--- src/rtl/cq_pkg.sv ---
package cq_pkg;
  localparam int MAX_DEPTH = 32;
  localparam int IDX_W = $clog2(MAX_DEPTH);

  typedef struct packed {
    logic             enq;
    logic [IDX_W-1:0] enqIdx;
    logic             fire;
    logic             fireReplay;
    logic [IDX_W-1:0] fireIdx;
  } cqStrobes_t;
endpackage

--- src/rtl/cq_ctrl.sv ---
module cq_ctrl
  import cq_pkg::*;
#(
  parameter int DEPTH = 8
) (
  input  logic             clk,
  input  logic             rstN,
  input  logic             enqValid,
  input  logic [DEPTH-1:0] occMask,
  input  logic [DEPTH-1:0] readyMask,
  input  logic [DEPTH-1:0] poisonMask,
  output cqStrobes_t       strobes,
  output logic             enqFull
);
  logic [DEPTH-1:0] olderThan [DEPTH];
  logic [DEPTH-1:0] freeMask;
  logic             haveFree;
  logic [IDX_W-1:0] freeIdx;
  logic             winFound;
  logic [IDX_W-1:0] winIdx;
  logic             winPoison;

  assign enqFull = &occMask;

  always_comb begin
    haveFree = 1'b0;
    freeIdx  = '0;
    for (int i = DEPTH - 1; i >= 0; i--) begin
      if (!occMask[i]) begin
        haveFree = 1'b1;
        freeIdx  = IDX_W'(i);
      end
    end
  end

  always_comb begin
    winFound  = 1'b0;
    winIdx    = '0;
    winPoison = 1'b0;
    for (int i = 0; i < DEPTH; i++) begin
      if (readyMask[i] && ((olderThan[i] & readyMask) == '0)) begin
        winFound  = 1'b1;
        winIdx    = IDX_W'(i);
        winPoison = poisonMask[i];
      end
    end
  end

  always_comb begin
    strobes.enq        = enqValid && haveFree;
    strobes.enqIdx     = freeIdx;
    strobes.fire       = winFound;
    strobes.fireReplay = winFound && winPoison;
    strobes.fireIdx    = winIdx;
    freeMask           = '0;
    for (int i = 0; i < DEPTH; i++) begin
      freeMask[i] = winFound && !winPoison && (winIdx == IDX_W'(i));
    end
  end

  always_ff @(posedge clk) begin
    if (!rstN) begin
      for (int i = 0; i < DEPTH; i++) olderThan[i] <= '0;
    end else begin
      for (int i = 0; i < DEPTH; i++) begin
        if (strobes.enq && (strobes.enqIdx == IDX_W'(i)))
          olderThan[i] <= occMask & ~freeMask;
        else
          olderThan[i] <= olderThan[i] & ~freeMask;
      end
    end
  end
endmodule

--- src/rtl/cq_entries.sv ---
module cq_entries
  import cq_pkg::*;
#(
  parameter int DEPTH = 8,
  parameter int OP_W  = 8,
  parameter int TAG_W = 6,
  parameter int DLY_W = 4,
  parameter int NSRC  = 2
) (
  input  logic                  clk,
  input  logic                  rstN,
  input  cqStrobes_t            strobes,
  input  logic [OP_W-1:0]       enqOp,
  input  logic [TAG_W-1:0]      enqTag,
  input  logic [DLY_W-1:0]      enqDelay,
  input  logic [NSRC*TAG_W-1:0] enqSrcTags,
  input  logic                  poisonValid,
  input  logic [TAG_W-1:0]      poisonTag,
  input  logic                  reschedValid,
  input  logic [TAG_W-1:0]      reschedTag,
  input  logic [DLY_W-1:0]      reschedDelay,
  output logic [DEPTH-1:0]      occMask,
  output logic [DEPTH-1:0]      readyMask,
  output logic [DEPTH-1:0]      poisonMask,
  output logic                  issueValid,
  output logic [OP_W-1:0]       issueOp,
  output logic [TAG_W-1:0]      issueTag,
  output logic                  replayValid,
  output logic [TAG_W-1:0]      replayTag
);
  logic [DEPTH-1:0] parked;
  logic [DLY_W-1:0] cnt     [DEPTH];
  logic [OP_W-1:0]  opQ     [DEPTH];
  logic [TAG_W-1:0] tagQ    [DEPTH];
  logic [TAG_W-1:0] srcQ    [DEPTH][NSRC];
  logic [NSRC-1:0]  psn     [DEPTH];
  logic [NSRC-1:0]  hitNow  [DEPTH];
  logic [NSRC-1:0]  enqHit;
  logic [DEPTH-1:0] reschedHit;
  logic [DEPTH-1:0] selMask;
  logic [DEPTH-1:0] enqSel;

  always_comb begin
    for (int s = 0; s < NSRC; s++)
      enqHit[s] = poisonValid && (poisonTag == enqSrcTags[s*TAG_W +: TAG_W]);
    for (int i = 0; i < DEPTH; i++) begin
      for (int s = 0; s < NSRC; s++)
        hitNow[i][s] = poisonValid && (poisonTag == srcQ[i][s]);
      poisonMask[i] = |(psn[i] | hitNow[i]);
      readyMask[i]  = occMask[i] && !parked[i] && (cnt[i] == '0);
      reschedHit[i] = reschedValid && occMask[i] && parked[i] && (tagQ[i] == reschedTag);
      selMask[i]    = strobes.fire && (strobes.fireIdx == IDX_W'(i));
      enqSel[i]     = strobes.enq && (strobes.enqIdx == IDX_W'(i));
    end
  end

  always_comb begin
    issueOp  = '0;
    issueTag = '0;
    for (int i = 0; i < DEPTH; i++) begin
      if (selMask[i]) begin
        issueOp  = opQ[i];
        issueTag = tagQ[i];
      end
    end
    issueValid  = strobes.fire && !strobes.fireReplay;
    replayValid = strobes.fire && strobes.fireReplay;
    replayTag   = issueTag;
  end

  always_ff @(posedge clk) begin
    if (!rstN) begin
      occMask <= '0;
      parked  <= '0;
      for (int i = 0; i < DEPTH; i++) begin
        cnt[i]  <= '0;
        opQ[i]  <= '0;
        tagQ[i] <= '0;
        psn[i]  <= '0;
        for (int s = 0; s < NSRC; s++) srcQ[i][s] <= '0;
      end
    end else begin
      for (int i = 0; i < DEPTH; i++) begin
        if (enqSel[i]) begin
          occMask[i] <= 1'b1;
          parked[i]  <= 1'b0;
          cnt[i]     <= enqDelay;
          opQ[i]     <= enqOp;
          tagQ[i]    <= enqTag;
          psn[i]     <= enqHit;
          for (int s = 0; s < NSRC; s++) srcQ[i][s] <= enqSrcTags[s*TAG_W +: TAG_W];
        end else if (selMask[i]) begin
          if (strobes.fireReplay) begin
            parked[i] <= 1'b1;
            psn[i]    <= '0;
          end else begin
            occMask[i] <= 1'b0;
          end
        end else if (reschedHit[i]) begin
          parked[i] <= 1'b0;
          cnt[i]    <= reschedDelay;
          psn[i]    <= hitNow[i];
        end else if (occMask[i] && !parked[i]) begin
          psn[i] <= psn[i] | hitNow[i];
          if (cnt[i] != '0) cnt[i] <= cnt[i] - DLY_W'(1);
        end
      end
    end
  end

  // control never enqueues into an occupied slot
  assert_no_overflow_R4: assert property (@(posedge clk) disable iff (!rstN)
    strobes.enq |-> (occMask & enqSel) == '0);

  // an op sent to the unit carries no poisoned source
  assert_poison_blocks_R5: assert property (@(posedge clk) disable iff (!rstN)
    issueValid |-> (poisonMask & selMask) == '0);

  // a parked entry is never chosen
  assert_parked_never_fires_R7: assert property (@(posedge clk) disable iff (!rstN)
    strobes.fire |-> (parked & selMask) == '0);

  for (genvar g = 0; g < DEPTH; g++) begin : gChk
    // a counting entry loses exactly one per cycle
    assert_countdown_R2: assert property (@(posedge clk) disable iff (!rstN)
      (occMask[g] && !parked[g] && cnt[g] != '0) |=> cnt[g] == $past(cnt[g]) - DLY_W'(1));
    // a ready entry that did not leave is still ready next cycle
    assert_loser_waits_R3: assert property (@(posedge clk) disable iff (!rstN)
      (readyMask[g] && !selMask[g]) |=> readyMask[g]);
  end
endmodule

--- src/rtl/countdown_issue_queue.sv ---
module countdown_issue_queue
  import cq_pkg::*;
#(
  parameter int DEPTH = 8,
  parameter int OP_W  = 8,
  parameter int TAG_W = 6,
  parameter int DLY_W = 4,
  parameter int NSRC  = 2
) (
  input  logic                  clk,
  input  logic                  rstN,
  input  logic                  enqValid,
  input  logic [OP_W-1:0]       enqOp,
  input  logic [TAG_W-1:0]      enqTag,
  input  logic [DLY_W-1:0]      enqDelay,
  input  logic [NSRC*TAG_W-1:0] enqSrcTags,
  output logic                  enqFull,
  output logic                  issueValid,
  output logic [OP_W-1:0]       issueOp,
  output logic [TAG_W-1:0]      issueTag,
  input  logic                  poisonValid,
  input  logic [TAG_W-1:0]      poisonTag,
  output logic                  replayValid,
  output logic [TAG_W-1:0]      replayTag,
  input  logic                  reschedValid,
  input  logic [TAG_W-1:0]      reschedTag,
  input  logic [DLY_W-1:0]      reschedDelay
);
  cqStrobes_t       strobes;
  logic [DEPTH-1:0] occMask;
  logic [DEPTH-1:0] readyMask;
  logic [DEPTH-1:0] poisonMask;

  cq_ctrl #(.DEPTH(DEPTH)) i_ctrl (
    .clk(clk), .rstN(rstN), .enqValid(enqValid),
    .occMask(occMask), .readyMask(readyMask), .poisonMask(poisonMask),
    .strobes(strobes), .enqFull(enqFull)
  );

  cq_entries #(
    .DEPTH(DEPTH), .OP_W(OP_W), .TAG_W(TAG_W), .DLY_W(DLY_W), .NSRC(NSRC)
  ) i_entries (
    .clk(clk), .rstN(rstN), .strobes(strobes),
    .enqOp(enqOp), .enqTag(enqTag), .enqDelay(enqDelay), .enqSrcTags(enqSrcTags),
    .poisonValid(poisonValid), .poisonTag(poisonTag),
    .reschedValid(reschedValid), .reschedTag(reschedTag), .reschedDelay(reschedDelay),
    .occMask(occMask), .readyMask(readyMask), .poisonMask(poisonMask),
    .issueValid(issueValid), .issueOp(issueOp), .issueTag(issueTag),
    .replayValid(replayValid), .replayTag(replayTag)
  );
endmodule

--- config.mk ---
export PLATFORM = sky130hd
export DESIGN_NAME = countdown_issue_queue
export DESIGN_NICKNAME = d
export VERILOG_FILES = /design/src/rtl/cq_pkg.sv /design/src/rtl/cq_ctrl.sv /design/src/rtl/cq_entries.sv /design/src/rtl/countdown_issue_queue.sv
export SDC_FILE = /design/constraint.sdc
export NUM_CORES = 1
export LEC_CHECK = 0
export ABC_AREA = 1
export BUFFER_PORTS_ARGS = -buffer_cell sky130_fd_sc_hd__buf_2
export CAP_MARGIN = 20
export CORE_MARGIN = 1.5
export CORE_UTILIZATION = 45
export CTS_BUF_LIST = sky130_fd_sc_hd__clkbuf_4
export CTS_CLUSTER_DIAMETER = 50
export CTS_CLUSTER_SIZE = 24
export DETAILED_ROUTE_END_ITERATION = 7
export HOLD_SLACK_MARGIN = 0.08
export SETUP_SLACK_MARGIN = 0.3
export SKIP_LAST_GASP = 1
export SYNTH_ARGS = -nofsm -noshare
export SYNTH_HDL_FRONTEND = slang
export SYNTH_HIERARCHICAL = 1
export SYNTH_SLANG_ARGS = --single-unit
--- constraint.sdc ---
create_clock -name clk -period 5.7 [get_ports clk]
set_input_delay 1.14 -clock clk [delete_from_list [all_inputs] [get_ports clk]]
set_output_delay 1.14 -clock clk [all_outputs]
set_load 0.01 [all_outputs]
==> results of run 1 <==
-- state kept, by name, indices dropped and copies added (netlist names) --
| register | count |
|---|---|
| i_ctrl/olderThan | 64 |
| i_entries/cnt | 32 |
| i_entries/occMask | 8 |
| i_entries/opQ | 64 |
| i_entries/parked | 8 |
| i_entries/psn | 16 |
| i_entries/srcQ | 96 |
| i_entries/tagQ | 48 |
-- final cells by class --
class / instances / area (um^2)
antenna: 1 / 2.50
clock buffer: 49 / 368
clock inverter: 31 / 279
fill: 4092 / 21100
inverter: 340 / 1300
multi-input combinational: 1751 / 8580
sequential: 336 / 9930
tap: 585 / 732
timing repair buffer: 132 / 960
-- path summary, 6_finish.rpt --
path                                           from                  end  slack, ps  depth (start not counted)
worst min register to register  i_entries/parked[7]  i_entries/parked[7]        530                          2
worst max register to register  i_entries/cnt[0][8]  i_entries/psn[0][2]       1830                         28
worst min-delay path            i_entries/parked[7]  i_entries/parked[7]        530                          2
worst max-delay path            i_entries/cnt[1][0]         replayTag[0]        510                         21
-- per-stage QoR --
| step | hold WS [ps] | worst slack, ps | std cells | total power (W) | util |
|---|---|---|---|---|---|
| final | 528 | 505 | 3225 | 0.00493 | 0.512 |
| after CTS | 521 | 306 | 3205 | 0.00497 | 0.502 |
| after global placement | 475 | 765 | 3120 | 0.00339 | 0.483 |
| after floorplan | 454 | 1250 | 2516 | 0.00324 | - |
| after detailed placement | 491 | 685 | 3120 | 0.00340 | 0.483 |
| after global routing | 552 | 270 | 3225 | 0.00513 | 0.512 |
-- cells by family after synthesis --
logic type / Yosys count / synth area share
AOI/OAI and AO/OA: 217 / 0.0620
xor gates and xnor gates: 55 / 0.0243
adders and majority gates: 8 / 0.00506
buffers and inverters: 429 / 0.0898
DFF: 336 / 0.502
other: 2 / 0.000379
and+or+nand+nor: 1403 / 0.317
-- what timing repair did --
action / in CTS / in global routing
cloned: 0 / 2
setup buffers: 5 / 17
endpoints found under the setup margin: 20 / 20
pin swaps: 0 / 22
gates resized for setup: 29 / 55
hold endpoints to repair: 0 / 0
-- layer usage --
metal,global-route usage,vias up
met5,0,-
met4,0.112,2
met3,0.0403,132
met2,0.456,723
met1,0.371,8144
li1,-,8200
-- report_power, final --
part	leakage [nW]	total, W	internal, W	switching (W)
clock	0.339	0.00157	0.000593	0.000978
sequential	3.40	0.00287	0.00282	0.0000565
combinational	6.18	0.000488	0.000137	0.000351
-- critical path: stages (launching register included) --
cell      delay [ps]
edfxtp_1         410
inv_1             90
ha_1             210
nand3_2          130
nor3_2           150
buf_6            190
nand2_1           90
nor2_2           170
nand4_4          150
nand2_2          140
nor2_4            70
inv_4            140
inv_1            110
nand2_1          120
nor3_4            50
buf_4            140
buf_12           140
nand2_1           60
o211ai_1          90
nor3_1           200
nand4_1          170
buf_2            180
-- cells in the mapped netlist, types with 3 or more instances --
cell type,count
a21oi_1,60
buf_1,5
buf_2,28
buf_4,21
buf_6,7
clkbuf_1,28
dfxtp_1,16
edfxtp_1,320
ha_1,8
inv_1,318
inv_2,21
nand2_1,683
nand2_2,17
nand3_1,145
nand3_2,16
nand3b_1,4
nand4_1,54
nand4_2,5
nor2_1,341
nor2_2,35
nor2_4,10
nor2_8,3
nor3_1,47
nor3_2,4
o211ai_1,25
o21a_1,7
o21ai_0,77
o21ai_1,21
o22ai_1,17
or2_2,22
xnor2_1,25
xor2_1,30
-- placed cells by master, fill, tap and decap left out, types with 8 or more instances in the layout --
cell / instances
edfxtp_1: 320
nand3_1: 142
xnor2_1: 25
dfxtp_1: 14
nand2_4: 8
clkbuf_4: 49
inv_2: 22
conb_1: 68
nand3_2: 16
buf_2: 72
nand2_2: 19
nor2_1: 327
o211ai_1: 25
or2_2: 22
buf_4: 45
nor2_4: 20
o22ai_1: 17
inv_1: 312
nor3_2: 9
nor2_2: 39
nand4_1: 54
nor3_1: 41
xor2_1: 30
o21ai_0: 76
a21oi_1: 60
clkinvlp_4: 9
o21ai_1: 22
nand2_1: 674
==> impl_metrics.ini, run 1 <==
[critical_path]
worst_setup_path_end_kind = output port
crit_path_max_fanout = 8
cp.required_ps = 4560
worst_setup_path_start_kind = register
crit_type = reg -> out
arrival_ps = 4050

[clock_tree]
clock-sinks = 336
numCtsBuffers = 43
clock_path_buffers = 3
worstSkewPairLatency_ps = 840
tritoncts = built
hold_buffers = 0
path_clk_slew_ps = 130
h-tree-depth = 2
root_buffer = clkbuf_4

[die]
dieArea_um2 = 45200
core_area_um2 = 43300
fp.dieH_um = 213
start_util = 0.457
core.rowCount = 76
num_io_pins = 74
die_x_um = 213

[timing]
fmax_ghz = 0.193
min_period_ps = 5190
rsz0062_at_grt = no
worst_slew_pin_slew_ps = 968
period_share = 0.911
setup_viol = 0
slew_viol_final = 0
tns_ps = 0
hold_viol_final = 0
relSlewSlack = 0.354
fin_skew_ps = 68.7

[detailed_routing]
vias = 17200
drc_errors = 0
drt_first_iter_violations = 1681
ant_nets = 0
highest_layer = met5
wl_um = 62700
wirelength_met1_um = 26300
dr_wl_met3_um = 4520
route.met2.wl_um = 29600
wl_per_cell_um = 19.4
first_pass_iters = 6
vias_per_cell = 5.33

[synthesis]
yosysTopAreaCellShare = 0.486
mappedNetlistArea_um2 = 19800
synth_cell_type_count = 55
synth-seq-cells = 336
yosysTopAreaCell = edfxtp_1
ys_seq_area_frac = 0.502
syn_inst = 2450
synth_edf_count = 320
synth_flop_cell = edfxtp_1
synth_area_leaders = edfxtp_1 49%, nand2_1 13%, nor2_1 6.5%, inv_1 6.0%, nand3_1 3.7%
synth_area_per_cell_um2 = 8.08
async_reset_ff_frac = 0
ys.warnings.count = 6

[global_routing]
grt_max_degree = 46
antenna_found_initial = 2
grt_pass1_wl_um = 94000
first_global_vias = 16100
grt.total_usage = 0.278
gr-total-overflow = 0

[layout]
drive_above_1_share = 0.149
final_cell_area_um2 = 22100
nNetsFinal = 2663
area_growth_pct = 11.9

[power_and_ir_drop]
max-vdd-ir-drop_mv = 0.172
pwr_density_cell_nw_per_um2 = 223
power.leakage_nw = 9.92

[placement]
port_buffers = 73
gp_congestion = 0.954
hpwlAfterDp_um = 45400
place_area_um2 = 20900

[flow_run]
maxCapViolCount = 0

[hold_path]
hold_path.class = reg -> reg

[run_status]
outcome = finished, final reports clean
Power figures use the tool's default switching activity.
==> run 2: changes to the inputs <==
Settings changed: MAX_ROUTING_LAYER set to met4.
==> run 2 against run 1 <==
- maximum frequency decreased by 0.12%
- via count decreased by 0.69%
- core utilization increased by 0.19 points
- setup slack got worse by 6.4 ps
- worst hold slack got worse by 4.0 ps
- first-iteration DRC count decreased by 8.0%
- power increased by 3.4%
- final area increased by 0.37%
- highest routed layer is now met4
==> impl_metrics.ini, run 2 (synthesis results as in run 1) <==
[timing]
fin_skew_ps = 67.7
whs_ps = 524
period_share = 0.912
worst_slew_pin_slew_ps = 1010
slew_viol_final = 0
relSlewSlack = 0.328
rsz0062_at_grt = no
min_period_ps = 5200
tns_ps = 0
setup_viol = 0
fmax_ghz = 0.192
hold_viol_final = 0

[die]
start_util = 0.457
num_io_pins = 74
die_x_um = 213
dieArea_um2 = 45200
fp.dieH_um = 213
core.rowCount = 76
core_area_um2 = 43300

[clock_tree]
numCtsBuffers = 44
clock-sinks = 336
root_buffer = clkbuf_4
tritoncts = built
h-tree-depth = 2
clock_path_buffers = 3
path_clk_slew_ps = 140
worstSkewPairLatency_ps = 810

[layout]
drive_above_1_share = 0.154
regMostFlops = i_entries/srcQ
final_cell_area_um2 = 22200
layoutNonFillerInstCount = 3225
largest_reg_flops = 96
top_regs = i_entries/srcQ (96), i_ctrl/olderThan (64), i_entries/opQ (64)
nNetsFinal = 2662
n_fill_cell = 4150
final_common_cell = nand2_1
area_growth_pct = 12.3
final_cell_mix = 671 x nand2_1, 327 x nor2_1, 320 x edfxtp_1, 310 x inv_1, 141 x nand3_1

[critical_path]
cpPeakStageDelay_ps = 430
crit_path_max_fanout = 8
cp_top_family = simple AND/OR/NAND/NOR gates
crit_buf_inv = 7
crit_type = reg -> out
worst_setup_path_end_kind = output port
cp.required_ps = 4560
worst_setup_path_start_kind = register
arrival_ps = 4060
slowest_stage = edfxtp_1
cp_cell_sequence = inv_1 > ha_1 > nand2_1 > nor3_2 > buf_4 > nand2_1 > nand2_1 > nor2_2 > nand2_4 > nand2_2 > nor2_4 > inv_4 > inv_1 > nand2_1 > nor3_4 > buf_4 > buf_12 > nand2_1 > o211ai_1 > nor3_1 > nand4_1 > buf_2
path_common_cell = nand2_1

[detailed_routing]
vias = 17100
first_pass_iters = 6
drc_errors = 0
drt_first_iter_violations = 1546
vias_per_cell = 5.30
wl_um = 62600
ant_nets = 0
wl_per_cell_um = 19.4

[hold_path]
hold_path.class = reg -> reg

[placement]
hpwlAfterDp_um = 45100
port_buffers = 73
place_area_um2 = 20900
gp_congestion = 0.943
placedCellCount = 3118

[global_routing]
first_global_vias = 15900
gr-total-overflow = 0
grt.total_usage = 0.287
grt_pass1_wl_um = 93900
antenna_found_initial = 2
grt_max_degree = 47

[power_and_ir_drop]
max-vdd-ir-drop_mv = 0.201
power.leakage_nw = 9.96
pwr_density_cell_nw_per_um2 = 230

[flow_run]
maxCapViolCount = 0

[run_status]
outcome = finished, final reports clean
[run 2: cell types whose count changed in the layout (fill, tap and decap cells not counted), moves of 4 or more]
cell / before / now
o22ai_2: 0 / 4
clkbuf_4: 49 / 45
o22ai_1: 17 / 13
buf_4: 45 / 49
clkinv_4: 3 / 7
clkinv_8: 0 / 5
buf_12: 7 / 2
clkinvlp_4: 9 / 3
inv_6: 5 / 9
[run 2: per-layer routing]
layer,up-vias,global-route usage,wire length (um)
met3,160,0.0413,4850
met2,722,0.461,29100
li1,8211,-,-
met5,-,-,0
met1,7990,0.364,26100
met4,0,0.120,2660
[run 2: through the flow]
step | worst slack (ps) | utilization | power [W]
floorplan | 1250 | - | 0.00324
global placement | 730 | 0.483 | 0.00339
detailed placement | 681 | 0.483 | 0.00340
CTS | 314 | 0.505 | 0.00515
global route | 280 | 0.514 | 0.00530
finish | 499 | 0.514 | 0.00510
[run 2: final timing paths]
check	slack [ps]	start	depth (start not counted)	to
worst min register to register	520	i_entries/parked[1]	2	i_entries/parked[1]
worst max register to register	1760	i_entries/cnt[0][8]	25	i_entries/cnt[1][6]
worst max-delay path	500	i_entries/cnt[0][12]	22	issueTag[5]
worst min-delay path	520	i_entries/parked[1]	2	i_entries/parked[1]
[run 2: repair_timing]
item | in CTS | in global routing
hold buffers | 0 | 0
setup endpoints to repair | 20 | 20
pin swaps | 4 | 26
gates resized for setup | 36 | 60
setup buffers | 6 | 17
cloned | 0 | 1
[run 2: area by class of cell]
class / count / area [um^2] / share of cell area
antenna: 2 / 5.00 / 0.000225
multi-input combinational: 1751 / 8630 / 0.388
sequential: 336 / 9930 / 0.447
tap: 585 / 732 / 0.0329
clock buffer: 45 / 338 / 0.0152
clock inverter: 36 / 427 / 0.0192
inverter: 340 / 1300 / 0.0585
timing repair buffer: 130 / 865 / 0.0389
[run 2: worst register-to-register path: cells and delay by family, from the launching register on]
family	cells	cell delay, ps
adder cells (fa/ha/maj)	1	130
buffers and inverters	10	1240
flip-flops	1	400
AND/OR/NAND/NOR	14	1860
[run 2: report_power, final]
group / internal [W] / switching, W / total (W)
clock network: 0.000697 / 0.00104 / 0.00174
registers: 0.00282 / 0.0000572 / 0.00288
logic: 0.000136 / 0.000350 / 0.000487
total: 0.00365 / 0.00145 / 0.00510
